--- src/rtl/psram_cfg_loader.sv ---
module psram_cfg_loader #(
  parameter int ADDR_W   = 22,
  parameter int SEL_BIT  = 19,
  parameter int PAGE_BIT = 7,
  parameter logic [ADDR_W-1:0] BUS_DEF = 'h09D11F,
  parameter logic [ADDR_W-1:0] REF_DEF = 'h000010
) (
  input  logic              clk,
  input  logic              rst_n,
  input  logic              ce_n,
  input  logic              we_n,
  input  logic              adv_n,
  input  logic              cre,
  input  logic              ub_n,
  input  logic              lb_n,
  input  logic [ADDR_W-1:0] addr,
  input  logic              standby,
  output logic [ADDR_W-1:0] bus_cfg,
  output logic [ADDR_W-1:0] ref_cfg,
  output logic              page_mode,
  output logic              array_wr,
  output logic [1:0]        array_be,
  output logic              cfg_err
);

  logic              p_ce, p_we, p_adv, p_cre, p_ub, p_lb;
  logic [ADDR_W-1:0] p_addr;
  logic              armed;

  wire rise_any = (~p_adv & adv_n) | (~p_ce & ce_n) | (~p_we & we_n);
  wire capture  = armed & rise_any & ~p_ce & ~p_we;
  wire cfg_req  = capture & p_cre;
  wire cfg_ok   = cfg_req & standby;
  wire to_bus   = p_addr[SEL_BIT];

  always_ff @(posedge clk or negedge rst_n) begin
    if (!rst_n) begin
      p_ce   <= 1'b1;
      p_we   <= 1'b1;
      p_adv  <= 1'b1;
      p_cre  <= 1'b0;
      p_ub   <= 1'b1;
      p_lb   <= 1'b1;
      p_addr <= '0;
    end else begin
      p_ce   <= ce_n;
      p_we   <= we_n;
      p_adv  <= adv_n;
      p_cre  <= cre;
      p_ub   <= ub_n;
      p_lb   <= lb_n;
      p_addr <= addr;
    end
  end

  always_ff @(posedge clk or negedge rst_n) begin
    if (!rst_n)       armed <= 1'b1;
    else if (capture) armed <= 1'b0;
    else if (ce_n)    armed <= 1'b1;
  end

  always_ff @(posedge clk or negedge rst_n) begin
    if (!rst_n) begin
      bus_cfg <= BUS_DEF;
      ref_cfg <= REF_DEF;
      cfg_err <= 1'b0;
    end else begin
      if (cfg_ok &  to_bus) bus_cfg <= p_addr;
      if (cfg_ok & ~to_bus) ref_cfg <= p_addr;
      if (cfg_req & ~standby) cfg_err <= 1'b1;
    end
  end

  always_ff @(posedge clk or negedge rst_n) begin
    if (!rst_n) begin
      array_wr <= 1'b0;
      array_be <= 2'b00;
    end else begin
      array_wr <= capture & ~p_cre;
      if (capture & ~p_cre) array_be <= {~p_ub, ~p_lb};
    end
  end

  assign page_mode = ref_cfg[PAGE_BIT];

  a_r1_load_needs_cre: assert property (@(posedge clk) disable iff (!rst_n)
    !$stable(bus_cfg) || !$stable(ref_cfg) |-> $past(p_cre) && !array_wr);
  a_r1_wr_needs_no_cre: assert property (@(posedge clk) disable iff (!rst_n)
    array_wr |-> !$past(p_cre));
  a_r2_bus_value: assert property (@(posedge clk) disable iff (!rst_n)
    !$stable(bus_cfg) |-> bus_cfg == $past(p_addr));
  a_r4_bus_sel: assert property (@(posedge clk) disable iff (!rst_n)
    !$stable(bus_cfg) |-> $past(p_addr[SEL_BIT]) && $stable(ref_cfg));
  a_r4_ref_sel: assert property (@(posedge clk) disable iff (!rst_n)
    !$stable(ref_cfg) |-> !$past(p_addr[SEL_BIT]) && $stable(bus_cfg));
  a_r7_err_sticky: assert property (@(posedge clk) disable iff (!rst_n)
    cfg_err |=> cfg_err);
  a_r7_standby_only: assert property (@(posedge clk) disable iff (!rst_n)
    !$stable(bus_cfg) || !$stable(ref_cfg) |-> $past(standby));
  a_r9_disarm: assert property (@(posedge clk) disable iff (!rst_n)
    capture |=> !armed);
  a_r11_pulse_one: assert property (@(posedge clk) disable iff (!rst_n)
    array_wr |=> !array_wr);

endmodule

--- config.mk ---
export PLATFORM = sky130hd
export DESIGN_NAME = psram_cfg_loader
export DESIGN_NICKNAME = d
export VERILOG_FILES = /design/src/rtl/psram_cfg_loader.sv
export SDC_FILE = /design/constraint.sdc
export NUM_CORES = 1
export LEC_CHECK = 0
export ABC_AREA = 0
export ABC_CLOCK_PERIOD_IN_PS = 5400
export BUFFER_PORTS_ARGS = -buffer_cell sky130_fd_sc_hd__buf_4
export CAP_MARGIN = 40
export CORE_MARGIN = 3
export CORE_UTILIZATION = 54
export DETAILED_ROUTE_END_ITERATION = 8
export PLACE_DENSITY = 0.86
export REMOVE_ABC_BUFFERS = 1
export SKIP_LAST_GASP = 1
export SYNTH_ARGS = -nofsm -noshare
export SYNTH_HDL_FRONTEND = slang
export SYNTH_SLANG_ARGS = --single-unit
--- constraint.sdc ---
create_clock -name clk -period 5.4 [get_ports clk]
set_input_delay 0.54 -clock clk [delete_from_list [all_inputs] [get_ports clk]]
set_output_delay 0.54 -clock clk [all_outputs]
set_load 0.05 [all_outputs]
# --- Word level (Yosys, flattened, before mapping) ---
# Cells that the tools add are included.
totals:
  ff_bits: 77
  in_bits: 31
  out_inout_bits: 49
classes:
  mux: 2
  n_bitwise: 22
  reduce_logical: 1
op_table:
  columns: ["operator", "count"]
  rows:
  - ["$and A1 B1 Y1", 12]
  - ["$not A1 Y1", 8]
  - ["$mux W1", 2]
  - ["$or A1 B1 Y1", 2]
  - ["$reduce_bool A2 Y1", 1]

# --- Longest topological paths before layout ---
logic_depth:
  word_depth: 10
  ltp_mapped: 4
  depth_no_buf: 3

# --- Least setup slack after synthesis ---
# No wires, ideal clock.
synth_path:
  path_type: "input port to flip-flop"
  startpoint: "in adv_n"
  endpoint: "reg ref_cfg[10]"
  setup_ns: 0.125
  t_arrival_ns: 1.656
  required_time_ns: 5.275
  setup_slack_ns: 3.620
  cell_stages: 4
  cell_sequence: "nand2b_1 a2111oi_4 buf_4 mux2_2"
synth_between:
  elab_chain_len: 9
synth_rtl:
  columns: ["item", "line", "source"]
  rows:
  - ["start, declared", "12", "input logic adv_n,"]
  - ["$and A1 B1 Y1", "30", "wire rise_any = (~p_adv & adv_n) | (~p_ce & ce_n) | (~p_we & we_n);"]
  - ["$or A1 B1 Y1 (2 in series)", "30", null]
  - ["$and A1 B1 Y1 (3 in series)", "31", "wire capture = armed & rise_any & ~p_ce & ~p_we;"]
  - ["$and A1 B1 Y1", "32", "wire cfg_req = capture & p_cre;"]
  - ["$and A1 B1 Y1", "33", "wire cfg_ok = cfg_req & standby;"]
  - ["$and A1 B1 Y1", "69", "if (cfg_ok & ~to_bus) ref_cfg <= p_addr;"]
  - ["end signal, assigned", "69", null]
  - ["end, declared", "19", "output logic [ADDR_W-1:0] ref_cfg,"]
# Every way passes these cells.
# A chain may end at the register's enable or synchronous reset.

# --- Worst setup path after layout ---
layout_path:
  startpoint: "reg armed"
  endpoint: "reg ref_cfg[16]"
layout_between:
  elab_chain_len: 6
layout_rtl:
  columns: ["item", "line", "source"]
  rows:
  - ["start, declared", "28", "logic armed;"]
  - ["start signal, assigned", "57", "if (!rst_n) armed <= 1'b1;"]
  - ["start signal, assigned", "58", "else if (capture) armed <= 1'b0;"]
  - ["start signal, assigned", "59", "else if (ce_n) armed <= 1'b1;"]
  - ["$and A1 B1 Y1 (3 in series)", "31", null]
  - ["$and A1 B1 Y1", "32", null]
  - ["$and A1 B1 Y1", "33", null]
  - ["$and A1 B1 Y1", "69", null]
# Every way passes these cells.

==> flow_summary_export.csv <==
group,metric,value,unit
critical_path,cp-start-kind,"flop",
drt,drtAntennaViolNets,0,
clock_network,post_cts_buffers,0,
synth,post-synth-top-area-fraction,56.4,%
synth,post_synth_fa_ha_maj_area_fraction,0,%
clock_network,h_tree_depth,3,
power_and_ir_drop,peakVddDrop,325,µV
synth,synthDominantAreaCellType,"dfrtp_1",
synth,yosys_warnings,0,
drt,firstDrtPassIters,2,
drt,postRouteWirelength,4890,µm
critical_path,worstRegToRegCells,4,
cells_and_area,final_util,77.0,%
placement,dpl.hpwl,3530,µm
grt,grtUsageTotal,19.4,%
synth,synth-edff-count,0,
critical_path,critPathLaunch,"armed",
critical_path,crit_slowest_cell,"a2111oi_4",
critical_path,setup.worst_path.class,"reg2reg",
synth,synth-seq-area-share,74.5,%
clock_network,post_cts_hold_buffer_count,0,
flow_run,max_cap_violations,0,
floorplanning,floorplan.initialDensity,58.1,%
critical_path,reg_to_reg_startpoint,"armed",
cells_and_area,fillers,291,
clock_network,cts.sink_count,77,
cells_and_area,drive_above_1_share,67.8,%
critical_path,ff2ff_setup_slack,3.13,ns
sta,setup_violators_final,0,
drt,routed_via_density,5.08,
grt,grt_pass1_wl,7770,µm
clock_network,cts_buffers,9,
floorplanning,die_area,5720,µm²
drt,detailroute.via_count,1463,
drt,drt_iter0_markers,34,
synth,most_instantiated_flip_flop_cell_in_the_synthesis_netlist,"dfrtp_1",
synth,yosys.cell_types.count,20,
critical_path,worst_path_dominant_cell_family,"compound AO/OA/AOI/OAI gates",
outcome,run_status,"finished, final reports clean",
synth,synthesis.instances,143,
sta,report.final.hold_viol_count,0,
floorplanning,fp.coreArea,4500,µm²
cells_and_area,area_growth_from_synthesis_to_layout,32.6,%
critical_path,slowest_delay,0.74,ns
grt,globalRouteOverflowTotal,0,
synth,synth_area,2620,µm²
critical_path,worstPathRequired,5.62,ns
clock_network,cts_buffer_depth,2,
clock_network,clock_insertion_delay_worst_skew,0.35,ns
power_and_ir_drop,leakage_power,1.65,nW
critical_path,path_buf_inv,1,
synth,combinational_family_with_the_most_area_after_synthesis,"multiplexers",
floorplanning,number_of_placed_i_o_pins,80,
sta,fin_setup_tns,0,ns
grt,number_of_antenna_violations_at_the_first_check_in_global_routing,0,
synth,area_share_of_and_or_nand_nor_cells_after_synthesis,2.68,%
floorplanning,die-width,75.6,µm
grt,grt_start_max_net_pins,42,
synth,synth_compound_area_share,2.34,%
critical_path,crit_arrival,2.49,ns
synth,post-synth-top-count-cell,"dfrtp_1",
clock_network,cts_root_buf,"clkbuf_8",
critical_path,regToRegEndpoint,"ref_cfg[16]",
synth,synth.ff_latch_count,77,
placement,buffer_ports.inserted,79,
synth,synth-xor-area-share,0,%
grt,first_global_vias,1624,
clock_network,post_cts.resized_instances,0,
critical_path,setup.worst_path.end_class,"flop",
sta,worst_clock_skew,0.0142,ns
synth,synth_commonest_cells,"dfrtp_1 (59), mux2_2 (41), dfstp_2 (18)",
placement,routability_congestion_estimate_from_global_placement,0.803,
cells_and_area,num_antenna_cells,0,
synth,mux_share_of_post_synthesis_cell_area,18.8,%
cells_and_area,nets,262,
synth,synth_async_sr_flop_share,100,%
clock_network,clock_tree_from_tritoncts,"yes",
sta,slew_headroom,49.5,%
drt,average_detailed_routed_wire_length_per_instance,17.0,µm
clock_network,worst_setup_hold_path_clk_slew,0.08,ns
synth,synth_area_per_cell,18.3,µm²
sta,clock.fmax,441,MHz
floorplanning,fp.dieH,75.6,µm
sta,finalMaxSlewViolations,0,
floorplanning,floorplan.rows,24,
critical_path,cp_cell_sequence,"nand4bb_4, a2111oi_4, buf_4, mux2_2",
power_and_ir_drop,power_per_cell_area,499,nW/µm²
worst_hold_path,min_path_type,"in2async",
sta,worst_slew_pin_tran,0.757,ns
sta,finalCritPeriodShare,42.0,%
drt,drc_violations_left,0,
sta,period_minus_slack,2.27,ns
synth,cell_types_occupying_the_most_area_after_synthesis,"dfrtp_1 (56%), dfstp_2 (18%), mux2_2 (18%)",
critical_path,crit_path_max_fanout,13,
sta,rsz0062_at_grt,"false",
routing by layer:
layer	track usage (%)	routed length, µm	vias to the layer above
met5	0	0	-
met4	7.57	57	0
met3	9.76	369	7
met2	31.4	2490	55
met1	22.3	1980	737
li1	-	-	664
sequential cells by signal, indices dropped and copies added, names as in the netlist:
signal / count
cfg_err: 1
armed: 1
p_adv: 1
p_lb: 1
array_wr: 1
p_we: 1
array_be: 2
p_ce: 1
ref_cfg: 22
p_ub: 1
bus_cfg: 22
p_addr: 22
p_cre: 1
cells in the final DEF (no fill, tap or decap):
cell type,n
buf_4,81
dfrtp_1,59
mux2_2,41
dfstp_2,18
clkbuf_8,9
nor2_1,3
inv_1,3
clkinv_2,3
mux2i_1,2
clkbuf_1,2
nand2b_1,1
or3b_1,1
a211oi_1,1
nand4bb_4,1
nand2_1,1
a211oi_4,1
a2111oi_4,1
mux2_1,1
nor2b_1,1
a21oi_1,1
a31o_2,1
or2_2,1
clkinvlp_4,1
bufinv_16,1
buf_12,1
worst max-delay path by stage:
stage	cells after the start	slack (ns)	end
2_1_floorplan	3	3.18	bus_cfg[10]
5_1_grt	4	3.00	ref_cfg[16]
4_1_cts	4	3.09	ref_cfg[16]
3_5_place_dp	5	2.92	ref_cfg[18]
3_3_place_gp	5	3.03	ref_cfg[15]
6_report	4	3.13	ref_cfg[16]
cells by family (layout without fill, tap and decap cells):
kind of cell,after synthesis,count (layout)
buffers and inverters,8,101
and+or+nand+nor,9,9
DFF,77,77
muxes,44,44
AOI/OAI and AO/OA,5,5
worst reg2reg max path: stages (launching register included):
cell,delay [ns]
dfstp_2,0.56
nand4bb_4,0.15
a2111oi_4,0.74
buf_4,0.34
mux2_2,0.36
through the flow:
stage	cells	worst slack [ns]	power (mW)	hold slack [ns]	cell area, µm²
floorplan	138	3.18	1.14	0.244	2580
global placement	271	3.03	1.33	0.462	3270
detailed placement	272	2.92	1.34	0.479	3290
CTS	288	3.09	1.75	0.157	3470
global route	288	3.00	1.81	0.179	3470
finish	288	3.13	1.73	0.162	3470
layout make-up:
class                      instances  area, µm²  area share [%]
tap                               52       65.1            1.88
clock buffer                      11        131            3.79
multi-input combinational         58        632            18.2
clock inverter                     5       52.6            1.51
inverter                           3       11.3           0.325
timing repair buffer              82        628            18.1
sequential                        77       1950            56.2
report_power, final:
group	switching [mW]	total, mW	internal, mW
registers	0.0545	0.745	0.691
logic	0.393	0.581	0.188
clock network	0.193	0.405	0.211
total	0.641	1.73	1.09
Power figures use the tool's default switching activity.
